### src/rtl/ata_tf_pkg.sv
package ata_tf_pkg;
    localparam int SRST_BIT = 2;
    localparam int NIEN_BIT = 1;
    localparam int DRV_BIT  = 4;
    localparam int LBA_BIT  = 6;
    localparam int BSY_BIT  = 7;
    localparam int HEAD_W   = 4;

    typedef enum logic [3:0] {
        RS_NONE,
        RS_DATA,
        RS_ERRFEAT,
        RS_SCNT,
        RS_SNUM,
        RS_CYLLO,
        RS_CYLHI,
        RS_DRVHD,
        RS_STATCMD,
        RS_ALTCTL,
        RS_DRVADR
    } tf_sel_t;

    typedef enum logic [1:0] {
        ACC_IDLE,
        ACC_READ,
        ACC_WRITE
    } acc_state_t;
endpackage

### src/rtl/ata_tf_decode.sv
module ata_tf_decode
    import ata_tf_pkg::*;
#(
    parameter int ADDR_W = 3
) (
    input  logic              cs1_n,
    input  logic              cs0_n,
    input  logic [ADDR_W-1:0] addr,
    output tf_sel_t           sel
);
    always_comb begin
        sel = RS_NONE;
        unique case ({cs1_n, cs0_n})
            2'b10: begin
                case (int'(addr))
                    0:       sel = RS_DATA;
                    1:       sel = RS_ERRFEAT;
                    2:       sel = RS_SCNT;
                    3:       sel = RS_SNUM;
                    4:       sel = RS_CYLLO;
                    5:       sel = RS_CYLHI;
                    6:       sel = RS_DRVHD;
                    7:       sel = RS_STATCMD;
                    default: sel = RS_NONE;
                endcase
            end
            2'b01: begin
                case (int'(addr))
                    6:       sel = RS_ALTCTL;
                    7:       sel = RS_DRVADR;
                    default: sel = RS_NONE;
                endcase
            end
            default: sel = RS_NONE;
        endcase
    end
endmodule

### src/rtl/ata_tf_access.sv
module ata_tf_access
    import ata_tf_pkg::*;
#(
    parameter int DATA_W = 16
) (
    input  logic              clk,
    input  logic              rst_n,
    input  logic              rd_n,
    input  logic              wr_n,
    input  tf_sel_t           sel_live,
    input  logic [DATA_W-1:0] din,
    output logic              rd_commit,
    output logic              wr_commit,
    output tf_sel_t           sel_q,
    output logic [DATA_W-1:0] data_q
);
    acc_state_t state, state_nx;

    always_comb begin
        state_nx = state;
        unique case (state)
            ACC_IDLE: begin
                if (!wr_n && rd_n)      state_nx = ACC_WRITE;
                else if (!rd_n && wr_n) state_nx = ACC_READ;
            end
            ACC_READ:  if (rd_n) state_nx = ACC_IDLE;
            ACC_WRITE: if (wr_n) state_nx = ACC_IDLE;
            default:   state_nx = ACC_IDLE;
        endcase
    end

    always_ff @(posedge clk or negedge rst_n) begin
        if (!rst_n) state <= ACC_IDLE;
        else        state <= state_nx;
    end

    always_ff @(posedge clk or negedge rst_n) begin
        if (!rst_n) begin
            sel_q  <= RS_NONE;
            data_q <= '0;
        end else begin
            if (state == ACC_IDLE && state_nx != ACC_IDLE) sel_q <= sel_live;
            if (state_nx == ACC_WRITE) data_q <= din;
        end
    end

    always_comb begin
        rd_commit = (state == ACC_READ)  && rd_n;
        wr_commit = (state == ACC_WRITE) && wr_n;
    end


    wr_commit_once_chk: assert property (@(posedge clk) disable iff (!rst_n)
        wr_commit |=> !wr_commit);


    sel_hold_chk: assert property (@(posedge clk) disable iff (!rst_n)
        (state == ACC_WRITE && !wr_n) |=> $stable(sel_q));
endmodule

### src/rtl/ata_tf_regs.sv
module ata_tf_regs
    import ata_tf_pkg::*;
#(
    parameter int REG_W  = 8,
    parameter int DATA_W = 16
) (
    input  logic              clk,
    input  logic              rst_n,
    input  logic              dev_id,
    input  logic              rd_commit,
    input  logic              wr_commit,
    input  tf_sel_t           sel_q,
    input  logic [DATA_W-1:0] wdata,
    input  logic [REG_W-1:0]  core_status,
    input  logic              core_irq_set,
    output logic [REG_W-1:0]  feature,
    output logic [REG_W-1:0]  seccnt,
    output logic [REG_W-1:0]  secnum,
    output logic [REG_W-1:0]  cyllo,
    output logic [REG_W-1:0]  cylhi,
    output logic [REG_W-1:0]  drvhead,
    output logic [REG_W-1:0]  status_eff,
    output logic              dev_selected,
    output logic              irq_pend,
    output logic              srst,
    output logic              nien,
    output logic              cmd_go,
    output logic [REG_W-1:0]  cmd_code,
    output logic              wbuf_valid,
    output logic [DATA_W-1:0] wbuf_data,
    output logic              rbuf_take
);
    localparam logic [REG_W-1:0] ONE_INIT = REG_W'(1);
    localparam logic [REG_W-1:0] BSY_ONLY = REG_W'(1) << BSY_BIT;

    logic bsy, blk_wr, cmd_take, ctl_wr, srst_set, srst_rel, stat_clr;

    always_comb begin
        dev_selected = (drvhead[DRV_BIT] == dev_id);
        status_eff   = srst ? BSY_ONLY : core_status;
        bsy          = status_eff[BSY_BIT];
        blk_wr       = wr_commit && !bsy;
        cmd_take     = wr_commit && (sel_q == RS_STATCMD) && dev_selected && !srst;
        ctl_wr       = wr_commit && (sel_q == RS_ALTCTL);
        srst_set     = ctl_wr && wdata[SRST_BIT];
        srst_rel     = ctl_wr && srst && !wdata[SRST_BIT];
        stat_clr     = rd_commit && (sel_q == RS_STATCMD) && dev_selected;
    end

    // host-loaded bytes
    always_ff @(posedge clk or negedge rst_n) begin
        if (!rst_n) begin
            feature <= '0;
            seccnt  <= ONE_INIT;
            secnum  <= ONE_INIT;
            cyllo   <= '0;
            cylhi   <= '0;
            drvhead <= '0;
        end else if (srst_rel) begin
            feature <= '0;
            seccnt  <= ONE_INIT;
            secnum  <= ONE_INIT;
            cyllo   <= '0;
            cylhi   <= '0;
            drvhead <= '0;
        end else if (blk_wr) begin
            case (sel_q)
                RS_ERRFEAT: feature <= wdata[REG_W-1:0];
                RS_SCNT:    seccnt  <= wdata[REG_W-1:0];
                RS_SNUM:    secnum  <= wdata[REG_W-1:0];
                RS_CYLLO:   cyllo   <= wdata[REG_W-1:0];
                RS_CYLHI:   cylhi   <= wdata[REG_W-1:0];
                RS_DRVHD:   drvhead <= wdata[REG_W-1:0];
                default:    ;
            endcase
        end
    end

    // control, command and interrupt
    always_ff @(posedge clk or negedge rst_n) begin
        if (!rst_n) begin
            srst     <= 1'b0;
            nien     <= 1'b0;
            irq_pend <= 1'b0;
            cmd_go   <= 1'b0;
            cmd_code <= '0;
        end else begin
            if (ctl_wr) begin
                srst <= wdata[SRST_BIT];
                nien <= wdata[NIEN_BIT];
            end
            cmd_go <= cmd_take;
            if (cmd_take) cmd_code <= wdata[REG_W-1:0];
            if (srst || srst_set)         irq_pend <= 1'b0;
            else if (core_irq_set)        irq_pend <= 1'b1;
            else if (cmd_take || stat_clr) irq_pend <= 1'b0;
        end
    end

    // data port
    always_ff @(posedge clk or negedge rst_n) begin
        if (!rst_n) begin
            wbuf_valid <= 1'b0;
            wbuf_data  <= '0;
            rbuf_take  <= 1'b0;
        end else begin
            wbuf_valid <= blk_wr && (sel_q == RS_DATA);
            if (blk_wr && (sel_q == RS_DATA)) wbuf_data <= wdata;
            rbuf_take  <= rd_commit && (sel_q == RS_DATA) && dev_selected;
        end
    end


    stat_clear_chk: assert property (@(posedge clk) disable iff (!rst_n)
        (stat_clr && !core_irq_set) |=> !irq_pend);


    srst_reinit_chk: assert property (@(posedge clk) disable iff (!rst_n)
        $fell(srst) |-> (seccnt == ONE_INIT && secnum == ONE_INIT && cyllo == '0
                         && cylhi == '0 && drvhead == '0 && feature == '0));


    bsy_hold_chk: assert property (@(posedge clk) disable iff (!rst_n)
        (wr_commit && bsy && sel_q == RS_ERRFEAT) |=> $stable(feature));


    cmd_pulse_chk: assert property (@(posedge clk) disable iff (!rst_n)
        cmd_go |=> !cmd_go);


    unsel_cmd_chk: assert property (@(posedge clk) disable iff (!rst_n)
        (wr_commit && sel_q == RS_STATCMD && !dev_selected) |=> !cmd_go);


    wbuf_pulse_chk: assert property (@(posedge clk) disable iff (!rst_n)
        wbuf_valid |=> !wbuf_valid);
endmodule

### src/rtl/ata_taskfile.sv
module ata_taskfile
    import ata_tf_pkg::*;
#(
    parameter int ADDR_W = 3,
    parameter int REG_W  = 8,
    parameter int DATA_W = 16,
    localparam int LBA_W = 3 * REG_W + HEAD_W
) (
    input  logic              clk,
    input  logic              rst_n,
    input  logic              dev_id,
    input  logic              hst_cs1_n,
    input  logic              hst_cs0_n,
    input  logic [ADDR_W-1:0] hst_addr,
    input  logic              hst_rd_n,
    input  logic              hst_wr_n,
    input  logic [DATA_W-1:0] hst_din,
    output logic [DATA_W-1:0] hst_dout,
    output logic              hst_doe,
    output logic              hst_irq,
    output logic              wbuf_valid,
    output logic [DATA_W-1:0] wbuf_data,
    input  logic [DATA_W-1:0] rbuf_data,
    output logic              rbuf_take,
    output logic              cmd_go,
    output logic [REG_W-1:0]  cmd_code,
    output logic [REG_W-1:0]  tf_feature,
    output logic [REG_W-1:0]  tf_seccnt,
    output logic [LBA_W-1:0]  tf_lba,
    output logic              tf_lba_mode,
    output logic              irq_mask,
    output logic              eng_reset,
    input  logic [REG_W-1:0]  core_status,
    input  logic [REG_W-1:0]  core_error,
    input  logic              core_irq_set
);
    tf_sel_t           sel_live, sel_q;
    logic              rd_commit, wr_commit;
    logic [DATA_W-1:0] data_q;
    logic [REG_W-1:0]  secnum, cyllo, cylhi, drvhead, status_eff, drv_addr;
    logic              dev_selected, irq_pend, srst, nien;
    logic [DATA_W-1:0] rd_val;

    ata_tf_decode #(.ADDR_W(ADDR_W)) u_dec (
        .cs1_n (hst_cs1_n),
        .cs0_n (hst_cs0_n),
        .addr  (hst_addr),
        .sel   (sel_live)
    );

    ata_tf_access #(.DATA_W(DATA_W)) u_acc (
        .clk       (clk),
        .rst_n     (rst_n),
        .rd_n      (hst_rd_n),
        .wr_n      (hst_wr_n),
        .sel_live  (sel_live),
        .din       (hst_din),
        .rd_commit (rd_commit),
        .wr_commit (wr_commit),
        .sel_q     (sel_q),
        .data_q    (data_q)
    );

    ata_tf_regs #(.REG_W(REG_W), .DATA_W(DATA_W)) u_regs (
        .clk          (clk),
        .rst_n        (rst_n),
        .dev_id       (dev_id),
        .rd_commit    (rd_commit),
        .wr_commit    (wr_commit),
        .sel_q        (sel_q),
        .wdata        (data_q),
        .core_status  (core_status),
        .core_irq_set (core_irq_set),
        .feature      (tf_feature),
        .seccnt       (tf_seccnt),
        .secnum       (secnum),
        .cyllo        (cyllo),
        .cylhi        (cylhi),
        .drvhead      (drvhead),
        .status_eff   (status_eff),
        .dev_selected (dev_selected),
        .irq_pend     (irq_pend),
        .srst         (srst),
        .nien         (nien),
        .cmd_go       (cmd_go),
        .cmd_code     (cmd_code),
        .wbuf_valid   (wbuf_valid),
        .wbuf_data    (wbuf_data),
        .rbuf_take    (rbuf_take)
    );

    always_comb begin
        drv_addr = REG_W'({1'b0, 1'b1, ~drvhead[HEAD_W-1:0],
                           ~drvhead[DRV_BIT], drvhead[DRV_BIT]});
        case (sel_live)
            RS_DATA:              rd_val = rbuf_data;
            RS_ERRFEAT:           rd_val = DATA_W'(core_error);
            RS_SCNT:              rd_val = DATA_W'(tf_seccnt);
            RS_SNUM:              rd_val = DATA_W'(secnum);
            RS_CYLLO:             rd_val = DATA_W'(cyllo);
            RS_CYLHI:             rd_val = DATA_W'(cylhi);
            RS_DRVHD:             rd_val = DATA_W'(drvhead);
            RS_STATCMD, RS_ALTCTL: rd_val = DATA_W'(status_eff);
            RS_DRVADR:            rd_val = DATA_W'(drv_addr);
            default:              rd_val = '0;
        endcase
        hst_doe     = !hst_rd_n && hst_wr_n && (sel_live != RS_NONE) && dev_selected;
        hst_dout    = hst_doe ? rd_val : '0;
        hst_irq     = irq_pend && !nien && dev_selected;
        tf_lba      = {drvhead[HEAD_W-1:0], cylhi, cyllo, secnum};
        tf_lba_mode = drvhead[LBA_BIT];
        irq_mask    = nien;
        eng_reset   = srst;
    end


    none_float_chk: assert property (@(posedge clk) disable iff (!rst_n)
        (hst_cs1_n == hst_cs0_n) |-> (hst_dout == '0));
endmodule

### config.mk
export PLATFORM = sky130hd
export DESIGN_NAME = ata_taskfile
export DESIGN_NICKNAME = d
export VERILOG_FILES = /design/src/rtl/ata_tf_pkg.sv /design/src/rtl/ata_tf_decode.sv /design/src/rtl/ata_tf_access.sv /design/src/rtl/ata_tf_regs.sv /design/src/rtl/ata_taskfile.sv
export SDC_FILE = /design/constraint.sdc
export NUM_CORES = 1
export LEC_CHECK = 0
export BUFFER_PORTS_ARGS = -buffer_cell sky130_fd_sc_hd__buf_2
export CAP_MARGIN = 20
export CORE_UTILIZATION = 35
export DETAILED_ROUTE_END_ITERATION = 12
export SYNTH_ARGS = -nofsm -noshare
export SYNTH_HDL_FRONTEND = slang
export SYNTH_SLANG_ARGS = --single-unit
export TNS_END_PERCENT = 50
### constraint.sdc
create_clock -name clk -period 3.2 [get_ports clk]
set_input_delay 0.64 -clock clk [delete_from_list [all_inputs] [get_ports clk]]
set_output_delay 0.64 -clock clk [all_outputs]
set_load 0.03 [all_outputs]
; ---- After elaboration in Yosys (flattened, before gate mapping)
; Memory sizes are Yosys's and may differ from the RTL's.
; Index checks and enable logic that the tools add are counted.
[classes]
n_eq_ne = 27
n_bitwise = 2
mux = 31
n_reduce_logical = 48
[ops]
columns = cell, n
row1 = $mux 8, 19
row2 = $pmux 16 s9, 1
row3 = $eq 4x3->1 const B, 8
row4 = $logic_and 1x1->1, 22
row5 = $eq 4x4->1 const B, 5
row6 = $eq 4x2->1 const B, 4
row7 = $mux 16, 1
row8 = $pmux 4 s2, 2
row9 = $reduce_bool 2->1, 8
row10 = $reduce_and 2->1, 6
row11 = $eq 4x1->1 const B, 2
row12 = $mux 2, 4
row13 = $eq 2x2->1 const B, 3
row14 = $eq 3x3->1 const B, 2
row15 = $logic_not 1->1, 6
row16 = $pmux 2 s3, 1
row17 = $eq 2x1->1 const B, 2
row18 = $not 4->4, 1
row19 = $reduce_bool 4->1, 1
row20 = $mux 1, 3
row21 = $reduce_bool 3->1, 1
row22 = $logic_not 2->1, 1
row23 = $logic_or 1x1->1, 2
row24 = $reduce_or 2->1, 1
row25 = 2 further kinds, 2
[word_totals]
out_inout_bits = 92
mem_count = 1
regBits = 100
in_bits = 59
mem_bits_ro = 32
word_cells = 126
[memory_table]
columns = name, words, width, rd, rd_ports_with_merged_regs, write_ports, line_no
row1 = (no name shown), 8, 4, 1, 0, 0, ata_tf_decode.sv:15  ; case (int'(addr))

; ---- Longest topological paths before layout
; Gate-level depths: netlist of the first run.
[depth]
ltp_word = 9
mapped_depth = 10
ltp_nobuf = 8

; ---- Modules after synthesis
; A second synthesis of the first run with hierarchy kept.
[hier_totals]
hier_cells = 453
area_unflattened_um2 = 5225.0
[modules_own_cells]
columns = mod, area_per_inst_um2, seq_area_each_um2, cells_each, n_inst
row1 = ata_tf_regs, 3379.5, 1954.4, 254, 1
row2 = ata_tf_access, 854.6, 550.5, 53, 1
row3 = ata_taskfile, 850.8, 0.0, 126, 1
row4 = ata_tf_decode, 140.1, 0.0, 20, 1

; ---- Least setup slack after synthesis of the first run
; OpenSTA, ideal clock, no wires.
[synth_path]
kind = input to output
start = in hst_cs1_n
end = out hst_dout[0]
required_ns = 2.560
path_slack_ns = -0.365
cell_stages = 10
t_arrival_ns = 2.925
n_path_buf = 2
cell_sequence = inv_1 > ha_1 > buf_4 > nand2b_1 > a21oi_2 > buf_4 > nor3_1 > a21oi_2 > o21ai_1 > a31oi_1
[synth_via]
elab_chain_len = 6
word_cells_on_any_way = 19
classes_between = eq/ne: 12 / mux: 3 / reduce/logical: 4
[synth_lines]
columns = item, line_no
row1 = start: declaration, ata_taskfile.sv:12  ; input logic hst_cs1_n,
row2 = $eq 2x1->1 / $eq 2x2->1 (equally long branches), ata_tf_decode.sv:13  ; unique case ({cs1_n, cs0_n})
row3 = $pmux 4 s2 (*), ata_tf_decode.sv:13
row4 = $reduce_bool 4->1 (*), ata_taskfile.sv:107  ; hst_doe = !hst_rd_n && hst_wr_n && (sel_live != RS_NONE) && dev_selected;
row5 = $logic_and 1x1->1 (*) (2 in series), ata_taskfile.sv:107
row6 = net hst_doe, ata_taskfile.sv:19  ; output logic hst_doe,
row7 = $mux 16 (*), ata_taskfile.sv:108  ; hst_dout = hst_doe ? rd_val : '0;
row8 = end: declaration, ata_taskfile.sv:18  ; output logic [DATA_W-1:0] hst_dout,
; Mark *: on every way through the listed nets, which the timed path passes. The rest lies on a longest branch.

; ---- Worst setup path after layout of the first run
[layout_path]
start = in hst_cs1_n
end = out hst_dout[0]
[layout_via]
elab_chain_len = 6
word_cells_on_any_way = 19
classes_between = eq/ne: 12 / mux: 3 / reduce/logical: 4
[layout_lines]
columns = item, line_no
row1 = $eq 2x1->1 / $eq 2x2->1 (equally long branches), ata_tf_decode.sv:13
row2 = $pmux 4 s2 (*), ata_tf_decode.sv:13
row3 = $eq 4x4->1 / $reduce_bool 4->1 (equally long branches), "ata_taskfile.sv:95, ata_taskfile.sv:107"
row4 = $reduce_or 2->1 / $logic_and 1x1->1 (equally long branches), "ata_taskfile.sv:95, ata_taskfile.sv:107"
row5 = $pmux 16 s9 / $logic_and 1x1->1 (equally long branches), "ata_taskfile.sv:95, ata_taskfile.sv:107"
row6 = $mux 16 (*), ata_taskfile.sv:108
; Mark *: on every way between the ends. The rest lies on a longest branch, timed or not.

==> metrics, run 1 <==
fin crit share=a little over nine tenths; critical path class=in2out; Hold Crit Class=in2async; Cell Rows=43; Tmin final=about 3.2 ns; Die Wd=approximately 120 microns; headroom to the max-slew limit=a little over two fifths; RSZ-0062 raised after global routing=yes; Ant. Diodes=0; port bufs=150; Layout Skew=between 0.008 and 0.009 ns; Top Ports=between 150 and 200; initial drt markers=about 260; 1st-pass router iterations=5; initial antenna violation count=0; CTS Hold Bufs=0; first-pass GRT wire length=between 20,000 and 25,000 microns; Synth Register Bits=100; area grow syn2layout=38.1%; total gr overflow=0; vias in the first global route=4,236; commonest non-fill, non-tap cells in the layout=buf_2, dfrtp_1, nand2_1; Reg2Reg Setup Slack=1.00 ns; Max Cap Violations=0; crit path buf inv count=7; critical-path cell list=buf_4 > inv_2 > ha_4 > nand2b_4 > buf_4 > a21oi_4 > buf_6 > buf_6 > nor3_2 > a21oi_4 > o21ai_4 > buf_12 > a31oi_4 > buf_6; Critical Path AT=roughly 2.5 ns; Post-DP HPWL=approximately 12,000 microns; Max VDD drop=0.421 mV; PD cells=approximately 460 nW/um^2; DR vias/cell=5.20; TritonCTS Sinks=100; outcome=complete, no violations; clk slew on worst S/H paths=0.06 ns; Routed WL per cell=between 15 and 20 microns; setup_tns=0 ns; Worst setup SP type=primary input; slowest stage cell, crit path=ha_4; Cell variety after synth=57; clock buffer depth=2; Worst Setup End Kind=primary output; Worst EP required=approximately 2.6 ns; largest net degree at the start of global routing=58; Worst Tran Pin Value=0.841 ns; final core occ=roughly half; Initial Util=36.1%; die area=~15,000 sq um; Antenna Nets Post-Route=0; via count=4,354; CTS buffer count=9; cell count after synthesis=about 470; Slew Limit Fails=0; Vert. Die Dim=about 120 microns; RR Endpoint=u_regs.cylhi[0]; ys flop type=dfrtp_1; commonest non-fill, non-tap cell in the layout=buf_2; Synth Area per Inst=roughly 11 sq um; Fin. Hold Viols=0; Worst-Skew Late Latency=around 0.35 ns; nets=slightly above 700; number of flops mapped to enable cells by yosys=0; Static Leakage=3.53 nW; htree depth=3; DRC=0; CORE AREA=14,000 sq um; total wire length=15,300 microns; layout cell share with drive strength beyond 1=a little under half; GRT Util Overall=between 20% and 30%; synth warn=0; CP most frequent cell=buf_6; Finish-stage setup viols=0; syn_nets=approximately 540; Clock Tree Root=clkbuf_16; crit-path max cell delay=around 0.21 ns; delay-heaviest family, CP=buffers and inverters; RePlAce Congestion=~1.0; final hold slack=about 0.28 ns; Async S/R FF share, synth=100%; worst reg-to-reg path cell count=6; critical-path maximum fanout=7; cell area after synthesis=around 5000 sq um; worst r2r src=u_acc.state[0]; fillers=around 1,300; fmax=between 300 and 400 MHz; sequential fraction of the synthesis area=about half; CTS tree=built
## cells by family after synthesis
kind of cell | Yosys count | synth area share, %
AND/OR/NAND/NOR | 170 | 17.0
flip-flops | 100 | 49.6
multiplexers | 81 | 17.1
AO/OA/AOI/OAI | 76 | 10.1
buffers and inverters | 40 | 4.63
adder cells (fa/ha/maj) | 5 | 1.24
XOR/XNOR | 2 | 0.347
## power breakdown
group          internal [W]  switching (W)  total [W]
clock network      0.000634       0.000491    0.00112
registers           0.00138       0.000125    0.00150
logic              0.000242       0.000363   0.000605
## area by class of cell
type | count | area [sq um] | share of cell area (%)
Clock buffer | 10 | 239 | 3.43
Timing Repair Buffer | 202 | 1240 | 17.8
Inverter | 6 | 22.5 | 0.323
Sequential cell | 100 | 2500 | 35.9
Multi-Input combinational cell | 334 | 2670 | 38.3
Tap cell | 180 | 225 | 3.23
Clock inverter | 6 | 71.3 | 1.02
## flip-flops by register name (all words and copies together), names as in the netlist
register / flops
u_regs.nien: 1
u_regs.seccnt: 8
u_regs.wbuf_valid: 1
u_acc.state: 2
u_regs.rbuf_take: 1
u_regs.irq_pend: 1
u_regs.cylhi: 8
u_regs.feature: 8
u_regs.cyllo: 8
u_regs.drvhead: 8
u_acc.data_q: 16
u_regs.cmd_go: 1
u_regs.secnum: 8
u_regs.wbuf_data: 16
u_regs.cmd_code: 8
u_acc.sel_q: 4
u_regs.srst: 1
## worst max path at each step
stage                      startpoint           to  slack (ns)  cells after the start
after detailed placement    hst_cs1_n  hst_dout[1]       -0.29                     12
final                       hst_cs1_n  hst_dout[0]        0.04                     14
after global routing      hst_addr[0]  hst_dout[3]       -0.06                     13
after CTS                 hst_addr[0]  hst_dout[3]        0.01                     13
after global placement      hst_cs1_n  hst_dout[1]       -0.26                     12
after floorplan             hst_cs1_n  hst_dout[2]        0.05                     10
## per-layer routing
metal | part of all wire (%) | track usage [%] | wire (microns)
met2 | 45 | 32.3 | 6960
met1 | 44 | 28.8 | 6780
met5 | 0 | 0 | 0
met4 | 1.6 | 6.33 | 242
met3 | 8.8 | 6.23 | 1350
## Yosys cell counts, types with 3 or more instances
library cell / number / share of area, %
a21oi_2: 4 / 0.69
a31oi_1: 12 / 1.5
buf_4: 9 / 1.3
nand4_1: 3 / 0.37
a32oi_1: 3 / 0.52
o21ai_1: 3 / 0.30
o21ai_0: 13 / 1.3
dfrtp_1: 98 / 49
nor2_1: 49 / 3.6
a21oi_1: 13 / 1.3
mux2_1: 5 / 1.1
nand3_1: 10 / 0.99
ha_1: 5 / 1.2
nor3b_1: 3 / 0.45
mux2i_1: 39 / 7.7
nor3_1: 9 / 0.89
a22oi_1: 6 / 0.89
nand3b_1: 3 / 0.45
a21o_1: 4 / 0.59
nand2_1: 54 / 4.0
and2_1: 9 / 1.1
buf_2: 16 / 1.6
o22a_1: 4 / 0.69
clkbuf_1: 5 / 0.37
buf_6: 4 / 0.89
nand2b_1: 9 / 1.1
inv_1: 6 / 0.45
mux2_2: 37 / 8.3
## metrics by stage
step / total power [W] / area [sq um] / cells / worst slack, ns
floorplan: 0.00185 / 5210 / 474 / 0.0516
global placement: 0.00209 / 6310 / 813 / -0.260
detailed placement: 0.00210 / 6310 / 813 / -0.288
CTS: 0.00324 / 6780 / 831 / 0.0138
global route: 0.00338 / 6970 / 838 / -0.0634
finish: 0.00323 / 6970 / 838 / 0.0380
## repair_timing
item / CTS / global route
pin swaps: 3 / 10
buffers inserted: 2 / 7
gates resized for setup: 29 / 30
setup endpoints to repair: 8 / 8
Power figures use the tool's default switching activity.
==> run 2, diff against run 1 <==
--- a/config.mk
+++ b/config.mk
@@ -7,8 +7,11 @@
 export LEC_CHECK = 0
 export BUFFER_PORTS_ARGS = -buffer_cell sky130_fd_sc_hd__buf_2
 export CAP_MARGIN = 20
-export CORE_UTILIZATION = 35
+export CELL_PAD_IN_SITES_DETAIL_PLACEMENT = 0
+export CELL_PAD_IN_SITES_GLOBAL_PLACEMENT = 2
+export CORE_UTILIZATION = 32
 export DETAILED_ROUTE_END_ITERATION = 12
+export PLACE_DENSITY_LB_ADDON = 0.1
 export SYNTH_ARGS = -nofsm -noshare
 export SYNTH_HDL_FRONTEND = slang
 export SYNTH_SLANG_ARGS = --single-unit
==> run 2 against run 1 <==
Clock power hardly changed. Register-to-register slack worse by 0.19 ns. Sequential share of layout area shrank 0.82 points. Utilization shrank 3.3 points. Via count barely moved. Hold slack gained 0.034 ns. Critical path depth down 4. Non-clock buffer count is 2 higher. Combinational power up 3%. Clock skew increased by 0.0027 ns. Cell count is 3.9% higher. Power is 0.94% higher. Highest routed layer unchanged.
==> metrics, run 2 (synthesized netlist as in run 1, its figures left out) <==
Clock Tree Root=clkbuf_16; commonest non-fill, non-tap cell in the layout=buf_2; Placement Setup Slack=-0.198 ns (+0.0904 ns); critical-path maximum fanout=6 (-1); vias in the first global route=4,312 (+1.8%); CTS tree=built; commonest non-fill, non-tap cells in the layout=buf_2, dfrtp_1, nand2_1; first-pass GRT wire length=25,400 microns (+8.2%); initial drt markers=203 (-21%); via count=4,352 (-0.046%); clock buffer depth=2 (unchanged); Cell Rows=45 (+4.7%); Worst EP required=2.56 ns (about the same); area grow syn2layout=41.3%; critical-path cell list=buf_2 > inv_1 > ha_2 > nand3_2 > a21oi_4 > buf_12 > mux2_2 > a31oi_2 > a31oi_4 > buf_4; CTS buffer count=9 (unchanged); Worst-Skew Late Latency=0.35 ns (about the same); port bufs=150 (unchanged); Worst Tran Pin Value=0.753 ns (-0.0880 ns); largest net degree at the start of global routing=54 (-6.9%); critical path class=in2out; die area=16,300 sq um (+9.2%); layout cell share with drive strength beyond 1=49.2% (+2.0 points); Fin. Hold Viols=0 (unchanged); fmax=316 MHz (about the same); GRT Util Overall=20.9% (-0.18 points); worst r2r src=u_acc.state[0]; CTS Hold Bufs=0 (unchanged); Vert. Die Dim=128 microns (+4.5%); 1st-pass router iterations=4 (-1); CORE AREA=15,300 sq um (+9.5%); Critical Path AT=2.52 ns (about the same); Total Power=0.00327 W (+0.94%); fin crit share=98.8% (about the same); Slew Limit Fails=0 (unchanged); Routed WL per cell=19.2 microns (+4.9%); headroom to the max-slew limit=49.4% (+5.5 points); initial antenna violation count=0 (unchanged); top flop regs=u_acc.data_q (16), u_regs.wbuf_data (16); Die Wd=128 microns (+4.5%); final core occ=46.6% (-3.3 points); crit-path max cell delay=0.36 ns (+0.15 ns); DR vias/cell=5.00 (-3.8%); fin worst setup slack=0.0378 ns (-0.000214 ns); Antenna Nets Post-Route=0 (unchanged); Tmin final=3.16 ns (+0.000215 ns); Hold Crit Class=in2async; worst reg-to-reg path cell count=6 (unchanged); final hold slack=0.309 ns (+0.0341 ns); Static Leakage=3.55 nW (+0.73%); DRC=0 (unchanged); RePlAce Congestion=0.856 (-16%); Top Ports=151 (unchanged); nets=719 (+0.28%); TritonCTS Sinks=100 (unchanged); Layout Skew=0.0107 ns (+0.00268 ns); total wire length=16,700 microns (+9.1%); Max VDD drop=0.275 mV (-35%); outcome=complete, no violations; Ant. Diodes=0 (unchanged); PD cells=458 nW/um^2 (-1.4%); htree depth=3 (unchanged); Critical path origin=hst_addr[0]; Worst Setup End Kind=primary output; Max Cap Violations=0 (unchanged); slowest stage cell, crit path=mux2_2; Post-DP HPWL=12,400 microns (+8.0%); Reg2Reg Setup Slack=0.81 ns (-0.19 ns); clk slew on worst S/H paths=0.07 ns (about the same); Worst setup SP type=primary input; Initial Util=33.0% (-3.1 points); total gr overflow=0 (unchanged); RR Endpoint=u_regs.cylhi[7]; setup_tns=0 ns (unchanged); Finish-stage setup viols=0 (unchanged)
==> run 2: layout make-up <==
class                   instances  area, sq um
clock buffers                  10          239
clock inverters                 6         68.8
fillers                      1497         8180
inverters                       6         22.5
multi-input cells             334         2780
flip-flops and latches        100         2500
well taps                     211          264
repair buffers                204         1260
==> run 2: critical path, delay by kind of cell <==
family	cells	cell delay, ns
muxes	1	0.36
buffers and inverters	4	0.53
AOI/OAI and AO/OA	3	0.62
adders and majority gates	1	0.22
and+or+nand+nor	1	0.12
==> run 2: how the worst max path moves through the flow <==
stage / endpoint / cells after the start
6_report: hst_dout[5] / 10
3_5_place_dp: hst_dout[7] / 10
3_3_place_gp: hst_dout[7] / 10
2_1_floorplan: hst_dout[2] / 10
4_1_cts: hst_dout[6] / 11
5_1_grt: hst_dout[6] / 11
==> run 2: stage by stage <==
step           area, sq um  instances
2_1_floorplan         5210        474
3_3_place_gp          6350        842
3_5_place_dp          6350        842
4_1_cts               6820        862
5_1_grt               7130        871
6_report              7130        871
==> run 2: timing repair <==
action                     in CTS  in global routing
hold endpoints to repair        0                  0
pin swaps                       4                 13
setup endpoints to repair      16                 16
resized for setup              32                 48
gates cloned                    0                  0
buffers inserted                4                  9
==> run 2: metal layers <==
metal / routed length (microns) / vias up / track usage [%]
li1: - / 2031 / -
met1: 7630 / 2170 / 28.5
met2: 7900 / 133 / 33.6
met3: 923 / 18 / 3.81
met4: 263 / 0 / 6.92
met5: 0 / - / 0
==> run 2: where the power goes <==
group          total (W)  leakage, nW  internal, W  switching, W
Clock            0.00113        0.155     0.000636      0.000496
Combinational   0.000621         2.06     0.000248      0.000373
Sequential       0.00151         1.34      0.00138      0.000133
==> run 3, diff against run 2 <==
--- a/config.mk
+++ b/config.mk
@@ -9,10 +9,12 @@
 export CAP_MARGIN = 20
 export CELL_PAD_IN_SITES_DETAIL_PLACEMENT = 0
 export CELL_PAD_IN_SITES_GLOBAL_PLACEMENT = 2
-export CORE_UTILIZATION = 32
+export CORE_UTILIZATION = 33
 export DETAILED_ROUTE_END_ITERATION = 12
 export PLACE_DENSITY_LB_ADDON = 0.1
+export SLEW_MARGIN = 20
 export SYNTH_ARGS = -nofsm -noshare
 export SYNTH_HDL_FRONTEND = slang
+export SYNTH_HIERARCHICAL = 1
 export SYNTH_SLANG_ARGS = --single-unit
 export TNS_END_PERCENT = 50
==> run 3 against run 2 <==
Power increased by 2.8%. Setup slack improved by 0.040 ns. Critical path depth increased by 1. Via count decreased by 4.2%. Critical endpoint is now hst_dout[7]. Clock power decreased by 4%. Non-clock buffer count decreased by 4. Clock skew decreased by 0.0044 ns. Global-route usage decreased by 2.2 points.
==> metrics, run 3 <==
crit-path max cell delay=0.43 ns (+0.07 ns); number of flops mapped to enable cells by yosys=0 (unchanged); Static Leakage=3.65 nW (+2.6%); CTS Hold Bufs=0 (unchanged); commonest non-fill, non-tap cells in the layout=buf_2, dfrtp_1, nor2_1; final core occ=45.7% (-0.86 points); switching power=0.00104 W (+4.3%); total gr overflow=0 (unchanged); Critical Path AT=2.48 ns (-0.04 ns); ys flop type=dfrtp_1; Max VDD drop=0.306 mV (+11%); Routed WL per cell=17.7 microns (-7.6%); Top Ports=151 (unchanged); Cell variety after synth=67 (+18%); Worst setup SP type=primary input; initial drt markers=165 (-19%); cell count after synthesis=453 (-4.4%); Placement Setup Slack=-0.152 ns (+0.0457 ns); Initial Util=34.1% (+1.2 points); DRC=0 (unchanged); Synth Register Bits=100 (unchanged); Total Power=0.00336 W (+2.8%); Max Cap Violations=0 (unchanged); Synth Area per Inst=11.5 sq um (+8.3%); Synth top area share=46.9% (-1.6 points); Post-DP HPWL=11,200 microns (-9.6%); largest net degree at the start of global routing=71 (+31%); outcome=complete, no violations; setup_tns=0 ns (unchanged); Die Wd=128 microns (+0.18%); Ant. Diodes=0 (unchanged); Cell Rows=45 (unchanged); Finish-stage setup viols=0 (unchanged); dominant cell type by area after synthesis=dfrtp_1; DR vias/cell=4.88 (-2.3%); Worst Tran Pin Value=0.658 ns (-0.0949 ns); top flop regs=u_acc/data_q (16), u_regs/wbuf_data (16); clock power share=32.5% (-2.2 points); CTS tree=built; commonest non-fill, non-tap cell in the layout=buf_2; synth warn=6 (+6); fmax=320 MHz (+1.3%); TritonCTS Sinks=100 (unchanged); clk slew on worst S/H paths=0.07 ns (about the same); Fin. Hold Viols=0 (unchanged); fin worst setup slack=0.0782 ns (+0.0403 ns); Layout Skew=0.00626 ns (-0.00445 ns); port bufs=150 (unchanged); critical path class=in2out; crit path buf inv count=5 (+1); Worst EP required=2.56 ns (about the same); top cells by area, synth=dfrtp_1, mux2i_1, mux2_2; fin crit share=97.6% (-1.3 points); Vert. Die Dim=128 microns (+0.18%); final hold slack=0.225 ns (-0.0842 ns); initial antenna violation count=1 (+1); vias in the first global route=4,176 (-3.2%); htree depth=3 (unchanged); Synth top cells by count=dfrtp_1, nor2_1, mux2i_1; RePlAce Congestion=0.858 (+0.20%); Combinational Power Share=20.8% (+1.8 points); most frequent cell after synthesis=dfrtp_1; Async S/R FF share, synth=100% (unchanged); Internal Power=0.00231 W (+2.2%); CTS buffer count=9 (unchanged); delay-heaviest family, CP=compound AO/OA/AOI/OAI gates; area grow syn2layout=34.0%; slowest stage cell, crit path=a221o_2; total wire length=15,100 microns (-9.4%); headroom to the max-slew limit=56.0% (+6.6 points); Tmin final=3.12 ns (-0.0403 ns); via count=4,168 (-4.2%); CORE AREA=15,300 sq um (unchanged); Worst-Skew Late Latency=0.34 ns (about the same); PD cells=480 nW/um^2 (+4.8%); syn_nets=517 (-3.9%); GRT Util Overall=18.7% (-2.2 points); clock buffer depth=2 (unchanged); 1st-pass router iterations=4 (unchanged); nets=702 (-2.4%); Worst Setup End Kind=primary output; cell area after synthesis=5230 sq um (+3.5%); Clock Tree Root=clkbuf_16; Antenna Nets Post-Route=0 (unchanged); Slew Limit Fails=0 (unchanged); first-pass GRT wire length=23,500 microns (-7.5%); switching share of power=31.1% (+0.43 points); die area=16,300 sq um (+0.35%); Sequential Power Share=46.8% (+0.5 points); layout cell share with drive strength beyond 1=48.7% (-0.56 points); Hold Crit Class=in2async; critical-path maximum fanout=6 (unchanged); critical-path cell list=buf_4 > inv_2 > ha_4 > nand2b_4 > a21oi_2 > buf_6 > buf_6 > a221o_2 > a211o_1 > o31ai_2 > buf_4; sequential fraction of the synthesis area=47.9% (-1.7 points)
## run 3: cell types whose count changed after synthesis, moves of 7 or more
cell     change
nor3_1       -7
mux2i_1     +10
nand2_1     -43
buf_4        -7
nor2_1       +8
mux2_4      +13
nor2b_1     +11
## run 3: path summary, 6_finish.rpt
path / from / endpoint / slack [ns] / cells after the start
hold / removal: rst_n / u_acc/data_q[6] / 0.23 / 1
hold reg to reg: u_regs/wbuf_data[15] / u_regs/wbuf_data[15] / 0.50 / 1
setup reg to reg: u_regs/srst / u_regs/cyllo[2] / 0.94 / 4
min in group clk: u_regs/wbuf_data[15] / u_regs/wbuf_data[15] / 0.50 / 1
max in group asynchronous: rst_n / u_regs/secnum[0] / 2.21 / 2
setup / recovery: hst_cs1_n / hst_dout[7] / 0.08 / 11
## run 3: final cells by class
| cell class | count | area, sq um |
|---|---|---|
| inverter | 14 | 52.6 |
| multi-input combinational | 313 | 2660 |
| tap | 211 | 264 |
| sequential | 100 | 2500 |
| clock inverter | 6 | 71.3 |
| timing repair buffer | 200 | 1220 |
| fill | 1505 | 8310 |
| clock buffer | 10 | 229 |
## run 3: worst reg2reg max path: cells and delay by family (launching register included)
kind,cells,cell delay [ns]
DFF,1,0.61
and+or+nand+nor,3,1.32
AOI/OAI and AO/OA,1,0.21
## run 3: metal layers
layer	up-vias	global-route usage [%]	wire length [microns]
met4	2	4.43	202
met5	-	0	13
met1	2037	25.5	7040
met3	16	4.38	919
met2	137	30.1	6960
li1	1976	-	-
## run 3: power by group through the flow
| stage | combinational (W) | sequential [W] | clock [W] |
|---|---|---|---|
| floorplan | 0.000271 | 0.00170 | 0 |
| global placement | 0.000661 | 0.00159 | 0 |
| detailed placement | 0.000666 | 0.00159 | 0 |
| CTS | 0.000678 | 0.00157 | 0.00113 |
| global route | 0.000752 | 0.00159 | 0.00117 |
| finish | 0.000698 | 0.00157 | 0.00109 |
## run 3: logic make-up after synthesis
group | after synthesis | share of synthesized area (%)
adder cells (fa/ha/maj) | 5 | 1.20
XOR/XNOR | 2 | 0.335
flip-flops | 100 | 47.9
AO/OA/AOI/OAI | 67 | 9.51
AND/OR/NAND/NOR | 142 | 16.1
buffers and inverters | 40 | 4.29
multiplexers | 97 | 20.7
## run 3: stage by stage
| stage | instance area, sq um | std cells |
|---|---|---|
| 2_1_floorplan | 5240 | 453 |
| 3_3_place_gp | 6400 | 828 |
| 3_5_place_dp | 6400 | 828 |
| 4_1_cts | 6800 | 846 |
| 5_1_grt | 7000 | 854 |
| 6_report | 7000 | 854 |
## run 3: what timing repair did
action	4_1_cts	5_1_grt
buffers inserted	2	8
resized for setup	14	42
setup endpoints to repair	16	16
pin swaps	3	7
